**src/rtl/rail_seq_pkg.sv**
```systemverilog
// Shared types and helpers for the rail sequencer.
package rail_seq_pkg;

    typedef enum logic [2:0] {
        ST_IDLE,
        ST_STABILISE,
        ST_SEQ_ON,
        ST_ALL_ON,
        ST_RESET_WAIT,
        ST_DONE,
        ST_SEQ_OFF,
        ST_FAULT_OFF
    } seq_state_e;

    // Larger of two integers, used for width derivation.
    function automatic int imax(input int a, input int b);
        return (a > b) ? a : b;
    endfunction

endpackage

```
**src/rtl/uv_deglitch.sv**
```systemverilog
// Deglitch filter for one undervoltage-OK flag.
// Assumes the input is already synchronous to clk. A high sample
// restores "good" at the next edge. FILT_TICKS consecutive low samples
// are needed before "good" is withdrawn. Resets to "not good".
module uv_deglitch #(
    parameter int FILT_TICKS = 7500
) (
    input  logic clk,
    input  logic rst_n,
    input  logic raw_ok_i,
    output logic filt_ok_o
);
    localparam int CW = $clog2(FILT_TICKS) + 1;

    logic [CW-1:0] low_cnt;

    // Count consecutive low samples and drop the flag on the last one.
    always_ff @(posedge clk) begin
        if (!rst_n) begin
            low_cnt   <= '0;
            filt_ok_o <= 1'b0;
        end else if (raw_ok_i) begin
            low_cnt   <= '0;
            filt_ok_o <= 1'b1;
        end else if (low_cnt == CW'(FILT_TICKS - 1)) begin
            filt_ok_o <= 1'b0;
        end else begin
            low_cnt <= low_cnt + 1'b1;
        end
    end
endmodule

```
**src/rtl/rail_gate.sv**
```systemverilog
// One rail enable. It is set while turn-on is active and the shared
// timer has reached the rail's on delay. It is cleared while turn-off is
// active and the timer has reached its off delay. Kill clears it with
// priority. Exposes the next value so the sequencer can see completion
// one edge early.
module rail_gate #(
    parameter int DLY_W = 8,
    parameter int TMR_W = 9
) (
    input  logic             clk,
    input  logic             rst_n,
    input  logic             kill_i,
    input  logic             on_en_i,
    input  logic             off_en_i,
    input  logic [TMR_W-1:0] tmr_i,
    input  logic [DLY_W-1:0] on_dly_i,
    input  logic [DLY_W-1:0] off_dly_i,
    output logic             gate_nxt_o,
    output logic             gate_o
);
    logic [TMR_W-1:0] on_ext, off_ext;

    assign on_ext  = TMR_W'(on_dly_i);
    assign off_ext = TMR_W'(off_dly_i);

    // Next gate value, with kill as the highest priority.
    always_comb begin
        gate_nxt_o = gate_o;
        if (kill_i)
            gate_nxt_o = 1'b0;
        else if (on_en_i && (tmr_i >= on_ext))
            gate_nxt_o = 1'b1;
        else if (off_en_i && (tmr_i >= off_ext))
            gate_nxt_o = 1'b0;
    end

    // Gate register.
    always_ff @(posedge clk) begin
        if (!rst_n) gate_o <= 1'b0;
        else        gate_o <= gate_nxt_o;
    end
endmodule

```
**src/rtl/seq_fsm.sv**
```systemverilog
// Sequencer state machine with a shared saturating tick timer.
// The timer restarts at zero on every state change. A low reset line
// forces FAULT_OFF from any state. Leaving FAULT_OFF takes one of two
// paths: through the settling window when the controller's own drive
// was active, or straight to turn-on when another driver released the line.
module seq_fsm
    import rail_seq_pkg::*;
#(
    parameter int NCH        = 4,
    parameter int TMR_W      = 27,
    parameter int STAB_TICKS = 2500000,
    parameter int DONE_TICKS = 37500000
) (
    input  logic             clk,
    input  logic             rst_n,
    input  logic             enable_i,
    input  logic             line_i,
    input  logic             own_drv_i,
    input  logic [NCH-1:0]   gates_nxt_i,
    output seq_state_e       state_o,
    output logic [TMR_W-1:0] tmr_o
);
    seq_state_e nxt;
    logic       drv_q;

    // Next-state decision.
    always_comb begin
        nxt = state_o;
        if (!line_i) begin
            nxt = ST_FAULT_OFF;
        end else begin
            unique case (state_o)
                ST_FAULT_OFF:  nxt = drv_q ? ST_STABILISE
                                           : (enable_i ? ST_SEQ_ON : ST_IDLE);
                ST_IDLE:       if (enable_i) nxt = ST_SEQ_ON;
                ST_STABILISE:  if (tmr_o == TMR_W'(STAB_TICKS - 1))
                                   nxt = enable_i ? ST_SEQ_ON : ST_IDLE;
                ST_SEQ_ON:     if (!enable_i) nxt = ST_SEQ_OFF;
                               else if (&gates_nxt_i) nxt = ST_ALL_ON;
                ST_ALL_ON:     nxt = enable_i ? ST_RESET_WAIT : ST_SEQ_OFF;
                ST_RESET_WAIT: if (!enable_i) nxt = ST_SEQ_OFF;
                               else if (tmr_o == TMR_W'(DONE_TICKS - 1))
                                   nxt = ST_DONE;
                ST_DONE:       if (!enable_i) nxt = ST_SEQ_OFF;
                ST_SEQ_OFF:    if (gates_nxt_i == '0) nxt = ST_IDLE;
                default:       nxt = ST_FAULT_OFF;
            endcase
        end
    end

    // State, timer and remembered own-drive registers.
    always_ff @(posedge clk) begin
        if (!rst_n) begin
            state_o <= ST_FAULT_OFF;
            tmr_o   <= '0;
            drv_q   <= 1'b1;
        end else begin
            state_o <= nxt;
            drv_q   <= own_drv_i;
            if (nxt != state_o)
                tmr_o <= '0;
            else if (tmr_o != '1)
                tmr_o <= tmr_o + 1'b1;
        end
    end
endmodule

```
**src/rtl/rail_sequencer.sv**
```systemverilog
// Four-rail power sequencing controller (top).
// It deglitches each monitor flag, drives the shared reset line low
// while any filtered monitor is bad, and sequences the rail enables
// with per-rail tick delays. Inputs are assumed synchronous to clk.
// sysrst_in_i is the wired-AND of every driver, this one included.
module rail_sequencer
    import rail_seq_pkg::*;
#(
    parameter int NCH        = 4,
    parameter int DLY_W      = 8,
    parameter int FILT_TICKS = 7500,
    parameter int STAB_TICKS = 2500000,
    parameter int DONE_TICKS = 37500000
) (
    input  logic                 clk,
    input  logic                 rst_n,
    input  logic [NCH-1:0]       uv_ok_i,
    input  logic                 enable_i,
    input  logic [NCH*DLY_W-1:0] on_dly_i,
    input  logic [NCH*DLY_W-1:0] off_dly_i,
    input  logic                 sysrst_in_i,
    output logic                 sysrst_drive_o,
    output logic [NCH-1:0]       gate_o,
    output logic                 seq_done_n_o
);
    localparam int TMR_W = imax(imax($clog2(STAB_TICKS) + 1,
                                     $clog2(DONE_TICKS) + 1), DLY_W + 1);

    logic [NCH-1:0]   filt_ok;
    logic [NCH-1:0]   gates_nxt;
    logic             all_ok;
    logic             on_en, off_en;
    seq_state_e       state;
    logic [TMR_W-1:0] tmr;

    genvar g;
    generate
        for (g = 0; g < NCH; g++) begin : g_chan
            uv_deglitch #(.FILT_TICKS(FILT_TICKS)) u_flt (
                .clk       (clk),
                .rst_n     (rst_n),
                .raw_ok_i  (uv_ok_i[g]),
                .filt_ok_o (filt_ok[g])
            );
            rail_gate #(.DLY_W(DLY_W), .TMR_W(TMR_W)) u_gate (
                .clk        (clk),
                .rst_n      (rst_n),
                .kill_i     (!sysrst_in_i),
                .on_en_i    (on_en),
                .off_en_i   (off_en),
                .tmr_i      (tmr),
                .on_dly_i   (on_dly_i[g*DLY_W +: DLY_W]),
                .off_dly_i  (off_dly_i[g*DLY_W +: DLY_W]),
                .gate_nxt_o (gates_nxt[g]),
                .gate_o     (gate_o[g])
            );
        end
    endgenerate

    seq_fsm #(
        .NCH(NCH), .TMR_W(TMR_W),
        .STAB_TICKS(STAB_TICKS), .DONE_TICKS(DONE_TICKS)
    ) u_fsm (
        .clk         (clk),
        .rst_n       (rst_n),
        .enable_i    (enable_i),
        .line_i      (sysrst_in_i),
        .own_drv_i   (sysrst_drive_o),
        .gates_nxt_i (gates_nxt),
        .state_o     (state),
        .tmr_o       (tmr)
    );

    // Monitor summary, line drive and per-phase gate enables.
    always_comb begin
        all_ok         = &filt_ok;
        sysrst_drive_o = !all_ok;
        on_en          = (state == ST_SEQ_ON) && enable_i;
        off_en         = (state == ST_SEQ_OFF);
        seq_done_n_o   = !((state == ST_DONE) && enable_i && all_ok);
    end
endmodule

```
**config.mk**
```make
export PLATFORM = sky130hd
export DESIGN_NAME = rail_sequencer
export DESIGN_NICKNAME = d
export VERILOG_FILES = /design/src/rtl/rail_seq_pkg.sv /design/src/rtl/uv_deglitch.sv /design/src/rtl/rail_gate.sv /design/src/rtl/seq_fsm.sv /design/src/rtl/rail_sequencer.sv
export SDC_FILE = /design/constraint.sdc
export NUM_CORES = 1
export LEC_CHECK = 0
export ABC_CLOCK_PERIOD_IN_PS = 4300
export BUFFER_PORTS_ARGS = -buffer_cell sky130_fd_sc_hd__buf_2
export CORE_ASPECT_RATIO = 0.8
export CORE_MARGIN = 2
export CORE_UTILIZATION = 30
export CTS_CLUSTER_SIZE = 10
export DETAILED_ROUTE_END_ITERATION = 16
export PLACE_DENSITY_LB_ADDON = 0.12
export SLEW_MARGIN = 15
export SYNTH_ARGS = -nofsm -noshare
export SYNTH_HDL_FRONTEND = slang
export SYNTH_SLANG_ARGS = --single-unit
```
**constraint.sdc**
```tcl
create_clock -name clk -period 4.3 [get_ports clk]
set_clock_uncertainty 0.15 [all_clocks]
set_input_delay 0.645 -clock clk [delete_from_list [all_inputs] [get_ports clk]]
set_output_delay 0.645 -clock clk [all_outputs]
set_load 0.01 [all_outputs]
```
==> results.json <==
{
  "run_status": "finished, final reports clean",
  "netlist_instances": 742,
  "numPortBuffers": 77,
  "yosysTopAreaCell": "dfxtp_1",
  "fin_hold_ws_ns": 0.3252,
  "yosysMostFrequentCell": "dfxtp_1",
  "rsz0062_at_grt": "no",
  "die_x_um": 165.2,
  "grt.total_usage": 0.1474,
  "drtAntennaViolNets": 0,
  "synth.distinct_cells": 55,
  "critPathTopFamily": "simple AND/OR/NAND/NOR gates",
  "wl_mm": 15.66,
  "dp.final_hpwl_mm": 12.13,
  "synth-adder-area-share": 0.1384,
  "synth_compound_area_frac": 0.08728,
  "yosys_warnings": 0,
  "fin_tns_setup_ns": 0,
  "cts_hold_buf": 0,
  "synth_common_cells": "dfxtp_1, nor2_1, ha_1, inv_1, nand3_1",
  "post_cts_buffers": 0,
  "drt-wirelength-per-cell_um": 14.32,
  "die_h_um": 133.0,
  "multi_input_area_sq_um": 3976,
  "num_rows": 47,
  "hp-class": "reg -> reg",
  "power.leakage_nw": 3.058,
  "cts_sinks": 95,
  "overflow": 0,
  "yosys_register_bits": 95,
  "cp_slowest_stage_delay_ns": 0.51,
  "clock_path_buffers": 2,
  "path_cells": "nor3_4, nand3_2, or2_1, o41ai_1, a21oi_1, o41ai_2, mux2_4, nor4_2",
  "synth_edf_count": 0,
  "slew_headroom": 0.3967,
  "async_flop_share": 0,
  "vdd_drop_max_v": 0.0001513,
  "area_delta_synth_final_pct": 15.63,
  "cts_made_buffers": 9,
  "io_pins": 78,
  "startpoint_type": "flop",
  "synth_nets": 883,
  "htree_num_levels": 3,
  "crit_required_ns": 4.40,
  "synth_top_family_by_area": "simple AND/OR/NAND/NOR gates",
  "grt_pass1_vias": 5068,
  "drtIter0Drc": 268,
  "critPathSlowestCell": "mux2_4",
  "clk_pin_slew_ns": 0.07,
  "place_inst": 1078,
  "syn_area_per_cell_sq_um": 8.404,
  "worstSkewPairLatency_ns": 0.34,
  "die-area_sq_um": 21960,
  "drive_above_1_share": 0.1697,
  "yosysSeqAreaShare": 0.3050,
  "synthSimpleGateAreaFrac": 0.3042,
  "synth_mux_area_frac": 0.01926,
  "cp_max_fo": 27,
  "gp_congestion": 0.7523,
  "avgViaCountPerCell": 4.863,
  "first_pass_iters": 4,
  "seq_area_sq_um": 1902,
  "coreArea_sq_um": 20520,
  "post_cts_resized": 0,
  "grt_max_degree": 28,
  "drv_slew": 0,
  "max-cap-violations": 0,
  "critical_path_class": "reg -> reg",
  "grt_pass1_wl_mm": 25.99,
  "power_density_nw_per_um2": 255.8,
  "start_util": 0.3038,
  "cp-end-kind": "flop",
  "synth_flop_cell": "dfxtp_1",
  "synthesis.area_sq_um": 6236,
  "finalNonFillerCells": 1094,
  "finalPower_mw": 1.844,
  "critPathBufInv": 0,
  "synth_top_area_share": 0.3050,
  "setup_viol": 0,
  "min_period_over_period": 0.8396,
  "grt_antenna_before_repair": 0,
  "worstPathArrival_ns": 3.71,
  "antenna_cells": 0,
  "nNetsFinal": 961,
  "drc_errors": 0,
  "cts_tree": "done",
  "hold_violations": 0,
  "fmax_ghz": 0.2770,
  "fillCellCount": 2209,
  "tightest_slew_ns": 0.9028,
  "cts_root_buffer": "clkbuf_16",
  "synth_xor_xnor_area_share": 0.08848,
  "final.min_clock_period_ns": 3.610,
  "synthTopCellsByArea": "dfxtp_1, ha_1, xor2_1",
  "vias": 5320
}
==> registers in the layout, summed over array words and instances (netlist names) <==
name / flops
g_chan.u_flt.low_cnt: 56
u_fsm.tmr_o: 27
g_chan.u_flt.filt_ok_o: 4
g_chan.u_gate.gate_o: 4
u_fsm.state_o: 3
u_fsm.drv_q: 1
==> logic make-up (layout without fill, tap and decap cells) <==
family | Yosys count | in the layout
multiplexers | 11 | 11
XOR/XNOR | 63 | 63
flip-flops | 95 | 95
AND/OR/NAND/NOR | 331 | 331
buffers and inverters | 87 | 170
AO/OA/AOI/OAI | 86 | 86
adder cells (fa/ha/maj) | 69 | 69
==> per-stage QoR <==
step	area [sq um]	setup WS (ns)	util
detailed placement	6927	0.4230	0.3375
floorplan	6236	0.9925	-
global placement	6927	0.4717	0.3375
finish	7211	0.6896	0.3513
CTS	7211	0.6679	0.3513
global route	7211	0.3876	0.3513
==> area by class of cell <==
class                   instances  share of cell area
clock inverters                 5            0.004338
multi-input cells             560              0.5514
flip-flops and latches         95              0.2638
well taps                     269             0.04668
clock buffers                  11             0.03505
inverters                      67             0.03488
repair buffers                 87             0.06386
==> where the power goes <==
part	leakage (nW)	switching (mW)	internal, mW	total, mW
clock	0.142	0.351	0.423	0.774
combinational	2.15	0.101	0.0704	0.172
sequential	0.768	0.0103	0.888	0.898
==> worst min-delay path, stage by stage, from the launching register on <==
cell	delay [ns]
dfxtp_1	0.32
a21oi_1	0.06
nor2_1	0.06
==> metal layers <==
layer / track usage / up-vias / routed length, um
met5: 0 / - / 0
met4: 0.02947 / 0 / 150
met3: 0.02790 / 12 / 474
met2: 0.2118 / 51 / 6581
met1: 0.2266 / 2471 / 8457
li1: - / 2786 / -
==> cell usage in the layout, fill, tap and decap left out, types with 5 or more instances in the layout <==
cell | Yosys | routed
nand3b_1 | 8 | 8
inv_1 | 67 | 67
mux2i_1 | 6 | 6
nand2_1 | 42 | 42
nor2b_1 | 6 | 6
nor2_1 | 82 | 82
nand4_1 | 39 | 39
nand2b_1 | 5 | 5
and4_1 | 6 | 6
xnor2_1 | 17 | 17
a21oi_1 | 44 | 44
xor2_1 | 46 | 46
buf_2 | 1 | 77
nor3_1 | 14 | 14
nand3_1 | 48 | 48
clkbuf_16 | 0 | 9
or3_1 | 8 | 8
o21ai_0 | 15 | 15
buf_4 | 4 | 10
dfxtp_1 | 95 | 95
nor3_2 | 20 | 20
and3_1 | 19 | 19
ha_1 | 69 | 69
==> final timing paths <==
check                                          from  depth (start not counted)                                     end  slack [ns]
max                     u_fsm.tmr_o[8]$_SDFFE_PP0P_                          8             u_fsm.tmr_o[2]$_SDFFE_PP0P_        0.69
min          g_chan[3].u_flt.filt_ok_o$_SDFFE_PN0P_                          2  g_chan[3].u_flt.filt_ok_o$_SDFFE_PN0P_        0.33
max reg2reg             u_fsm.tmr_o[8]$_SDFFE_PP0P_                          8             u_fsm.tmr_o[2]$_SDFFE_PP0P_        0.69
min reg2reg  g_chan[3].u_flt.filt_ok_o$_SDFFE_PN0P_                          2  g_chan[3].u_flt.filt_ok_o$_SDFFE_PN0P_        0.33
(Power assumes the default switching activity.)
